[config.mk]
export PLATFORM = sky130hd
export DESIGN_NAME = snooze_ctrl
export DESIGN_NICKNAME = d
export VERILOG_FILES = /design/src/rtl/snooze_ctrl.sv
export SDC_FILE = /design/constraint.sdc
export NUM_CORES = 1
export LEC_CHECK = 0
export BUFFER_PORTS_ARGS = -buffer_cell sky130_fd_sc_hd__buf_2
export CORE_AREA = 2 2 39 41
export DETAILED_ROUTE_END_ITERATION = 8
export DIE_AREA = 0 0 41 43
export PLACE_DENSITY = 0.45
export SLEW_MARGIN = 20
export SYNTH_ARGS = -nofsm -noshare
export SYNTH_HDL_FRONTEND = slang
export SYNTH_SLANG_ARGS = --single-unit
export TNS_END_PERCENT = 5
[constraint.sdc]
create_clock -name clk -period 1.8 [get_ports clk]
set_input_delay 0.18 -clock clk [delete_from_list [all_inputs] [get_ports clk]]
set_output_delay 0.18 -clock clk [all_outputs]
set_load 0.03 [all_outputs]
[src/rtl/snooze_ctrl.sv]
module snooze_ctrl #(
  parameter int SYNC_STAGES = 2,
  parameter int DWELL = 2
) (
  input  logic clk,
  input  logic rst,
  input  logic sleep_req,
  input  logic cs1_n,
  input  logic cs2,
  input  logic cs3_n,
  input  logic cpu_strobe_n,
  input  logic ctl_strobe_n,
  output logic access_inhibit,
  output logic sleep_active,
  output logic proto_err
);
  localparam int CW = (DWELL > 2) ? $clog2(DWELL) : 1;
  localparam logic [CW-1:0] LAST = CW'(DWELL - 1);

  typedef enum logic [1:0] {ST_ACTIVE, ST_ENTER, ST_SLEEP, ST_RECOVER} state_t;

  logic [SYNC_STAGES-1:0] sync_q;
  logic                   req_s;
  state_t                 state;
  logic [CW-1:0]          cnt;
  logic                   err_q;
  logic                   selected;
  logic                   any_busy;

  always_ff @(posedge clk) begin
    if (rst) sync_q <= '0;
    else     sync_q <= {sync_q[SYNC_STAGES-2:0], sleep_req};
  end

  assign req_s    = sync_q[SYNC_STAGES-1];
  assign selected = !cs1_n && cs2 && !cs3_n;
  assign any_busy = !cs1_n || cs2 || !cs3_n || !cpu_strobe_n || !ctl_strobe_n;

  always_ff @(posedge clk) begin
    if (rst) begin
      state <= ST_ACTIVE;
      cnt   <= '0;
      err_q <= 1'b0;
    end else begin
      case (state)
        ST_ACTIVE: begin
          if (req_s) begin
            state <= ST_ENTER;
            cnt   <= '0;
            if (selected) err_q <= 1'b1;
          end
        end
        ST_ENTER: begin
          if (cnt == LAST) begin
            state <= ST_SLEEP;
            cnt   <= '0;
          end else begin
            cnt <= cnt + 1'b1;
          end
        end
        ST_SLEEP: begin
          if (!req_s) begin
            state <= ST_RECOVER;
            cnt   <= '0;
          end
        end
        default: begin
          if (any_busy) err_q <= 1'b1;
          if (cnt == LAST) begin
            state <= ST_ACTIVE;
            cnt   <= '0;
          end else begin
            cnt <= cnt + 1'b1;
          end
        end
      endcase
    end
  end

  assign access_inhibit = (state != ST_ACTIVE);
  assign sleep_active   = (state == ST_SLEEP);
  assign proto_err      = err_q;
endmodule

* Word level (Yosys, flattened, before mapping)
Index checks and enable logic that the tools add are counted.
** Operators by class
- Add/sub/neg operators :: 1
- Eq/ne operators :: 6
- Mux-type cells :: 13
- Bitwise operators :: 1
- Reductions and logical operators :: 18
** Operators with widths (number)
- $mux W2 :: 4
- $ne A2 B2 Y1 const B :: 4
- $reduce_and A4 Y1 :: 2
- $mux W1 :: 6
- $pmux W2 S3 :: 1
- $logic_not A1 Y1 :: 4
- $logic_or A1 B1 Y1 :: 4
- $pmux W1 S2 :: 2
- $reduce_bool A2 Y1 :: 2
- $reduce_bool A3 Y1 :: 1
- $eq A2 B1 Y1 const B :: 1
- $eq A2 B2 Y1 const B :: 1
- $logic_and A1 B1 Y1 :: 2
- $logic_not A2 Y1 :: 1
- $reduce_and A2 Y1 :: 1
- $reduce_or A2 Y1 :: 1
- $add A1 B1 Y1 const B :: 1
- $not A1 Y1 :: 1
** Word-level totals
- Register bits :: 6
- Bits of input ports :: 8
- Output and inout bits :: 3
- Word-level logic and storage cells :: 43

* Depth between registers and ports, before layout
- Word-level depth :: 7
- Gate-level depth with buffers :: 5
- Mapped depth without buffers :: 5

* Worst setup path before layout
No wires, ideal clock.
- Kind :: register -> register
- From :: register state[0]
- To :: register state[0]
- Library setup time :: 0.116 ns
- Arrival time :: 1.303 ns
- Data required time :: 1.684 ns
- Slack :: 0.381 ns
- Cell stages (with the launch flop) :: 6
- Buffers on the path :: 0
- Clock period less this slack :: 1.419 ns
- Cell sequence :: dfxtp_1 > inv_1 > ha_1 > o21ba_1 > o21a_1 > o211a_1
** On the way
- Longest elaborated chain between the ends :: 3
- Elaborated cells on any way between the ends :: 9
- Those cells by class :: 5 x eq/ne; 1 x mux; 3 x reduce/logical
** RTL lines
- from (decl) :: line 24 : state_t state;
- from (signal assigned) :: line 41 : state <= ST_ACTIVE;
- from (signal assigned) :: line 48 : state <= ST_ENTER;
- from (signal assigned) :: line 55 : state <= ST_SLEEP;
- $eq A2 B2 Y1 (*)
- via sleep_active :: line 14 : output logic sleep_active,
- $ne A2 B2 Y1 (no line) or $reduce_bool A3 Y1 (tied branches)
- $reduce_and A4 Y1 (no line)
The timed path passes the listed nets; every way through them passes the cells marked *.
A chain may end at the register's enable or synchronous reset.

* Final worst setup path
- From :: register state[0]
- To :: register state[1]
** On the way
- Longest elaborated chain between the ends :: 3
- Elaborated cells on any way between the ends :: 9
- Those cells by class :: 5 x eq/ne; 1 x mux; 3 x reduce/logical
** RTL lines
- $eq A2 B1 Y1 (tied with other cells) :: line 45 : case (state)
- $ne A2 B2 Y1 (no line) or $reduce_bool A3 Y1 (tied branches)
- $reduce_and A4 Y1 (no line)
Parallel ways exist; a longest one is shown, timed or not.

==> run metrics <==
CP required 1.97 ns; CTS clock-pin slew for the worst setup and hold paths 0.05 ns; worst-skew pair later-pin latency 0.24 ns; Tot GR Track Use 7.86%; root buffer cell clkbuf_4; nets@finish 58; Pre-Repair DR Iteration Count 4; worst vdd ir 0.000614 V; largest cells by area after synthesis dfxtp_1 40%, ha_1 13%, mux2i_1 6.7%, inv_1 5.0%, nor2b_1 4.2%; area fraction of the dominant cell type after synthesis 40.3%; critical path type flop to flop; Syn Area/Cell 9.31 um^2; Residual DRC 0; Period minus WS final 1.36 ns; Die Wd 41 um; clk_skew 0.00295 ns; Worst Tran Pin Value 0.252 ns; total negative slack 0 ns; sequential share of the synthesized area 40.3%; status complete, no violations; layout cells sized above 1 28.9%; Post-Syn Instances 32; vias 250; Num CTS Buffers 3; Max Transition Viols Final 0; LEAKAGE 0.196 nW; Ports 11; die area 1760 um^2; maximum clock insertion buffer count 2; CTS resizes 0; number of max-cap violations 0; unrepaired setup endpoints after global routing no; Buffers on Ports 10; antenna cells 0; Avg WL per Cell 8.67 um; Starting Density 21.5%; core area 1380 um^2; Fin. Hold Viols 0; Hold Crit Class input port to flop; drt first-iter violations 8; Slew HR 82.7%; GPL Wtd Cong 0.752; pin count of the biggest net entering global routing 7; critical path peak fanout 6; Area Overhead vs Synth 31.1%; placed cells 58; antenna-violating nets left 0; timing-limited maximum frequency 734 MHz; Post-Route WL 529 um; # rows 14; vias in the first global route 225; H-tree depth 1; largest area contributor in the netlist dfxtp_1; first-pass GRT wire length 876 um; critical path arrival 1.53 ns; hold_buf cts 0; yosys warns 0; Final setup viols 0; Distinct cells, synth 15; Crit. End Element flop; initial antenna violation count 0; Final Instance Count excl. Fillers 61; Die Y 43 um; crit share post-route 75.7%; post-CTS setup buffer count 0; pwr/cell area 1630 nW/um^2; syn nets 43; startpoint types flop; post-layout total power 0.000634 W; grt ovf 0; Vias/cell 4.10; synthesized cell area 298 um^2; CTS tree yes; hold slack 0.154 ns; Seq cells post-synth 6; CTS sink count 6; worst setup margin 0.438 ns; worst slack at placement 0.454 ns
[placed cells by master (no fill, tap or decap)]
cell type  count
and4b_1        1
buf_2         10
nand3_1        1
nor2_1         3
inv_1          4
o211a_1        1
nand2_1        3
o21ai_0        2
o21a_1         1
ha_1           3
dfxtp_1        6
a211oi_1       1
o21ba_1        1
clkbuf_4       3
mux2i_1        2
nor2b_1        2
a32o_1         1
[metrics by stage]
stage	area (um^2)	utilization, %
finish	390	28.2
global route	390	28.2
CTS	390	28.2
detailed placement	368	26.6
floorplan	298	-
global placement	368	26.6
[area by class of cell]
cell class,instances,area (um^2)
clock buffers,3,22.5
fillers,146,993
inverters,4,15.0
multi-input cells,22,163
flip-flops and latches,6,120
well taps,16,20.0
repair buffers,10,50.0
[flip-flops by register name, summed over array words and instances (netlist names)]
| name | cells |
|---|---|
| state | 2 |
| proto_err | 1 |
| sync_q | 2 |
| cnt | 1 |
[critical path, stage by stage (launching register included)]
cell	delay, ns
dfxtp_1	0.35
inv_1	0.07
ha_1	0.26
mux2i_1	0.24
o21a_1	0.20
mux2i_1	0.18
[synth_stat cells]
cell,count
ha_1,3
and4b_1,1
inv_1,4
nand2_1,3
o21a_1,1
o211a_1,1
a32o_1,1
o21ba_1,1
a211oi_1,1
o21ai_0,2
mux2i_1,2
dfxtp_1,6
nor2b_1,2
nand3_1,1
nor2_1,3
[kinds of logic (layout without fill, tap and decap cells)]
logic type / Yosys count / after routing / share of synthesized area (%)
AND/OR/NAND/NOR: 10 / 10 / 16.8
AO/OA/AOI/OAI: 7 / 7 / 18.5
flip-flops: 6 / 6 / 40.3
buffers and inverters: 4 / 17 / 5.04
adder cells (fa/ha/maj): 3 / 3 / 12.6
multiplexers: 2 / 2 / 6.72
[worst paths after layout]
check / from / endpoint / slack (ns) / cells past startpoint
max: state[0]$_SDFFE_PP0P_ / state[1]$_SDFFE_PP0P_ / 0.44 / 5
min: sleep_req / sync_q[0]$_SDFF_PP0_ / 0.15 / 2
max reg2reg: state[0]$_SDFFE_PP0P_ / state[1]$_SDFFE_PP0P_ / 0.44 / 5
min reg2reg: sync_q[0]$_SDFF_PP0_ / sync_q[1]$_SDFF_PP0_ / 0.43 / 1
[where the power goes]
group          switching, W  internal [W]
clock network     0.0000458     0.0000752
logic              0.000182      0.000131
registers         0.0000271      0.000174
[routing by layer]
layer	GRT usage (%)	wire, um	vias up
met5	0	0	-
li1	-	-	138
met1	8.79	256	104
met4	4.00	0	0
met3	6.28	50	0
met2	10.3	221	8
Note: power is estimated with default switching activity, not from simulation.
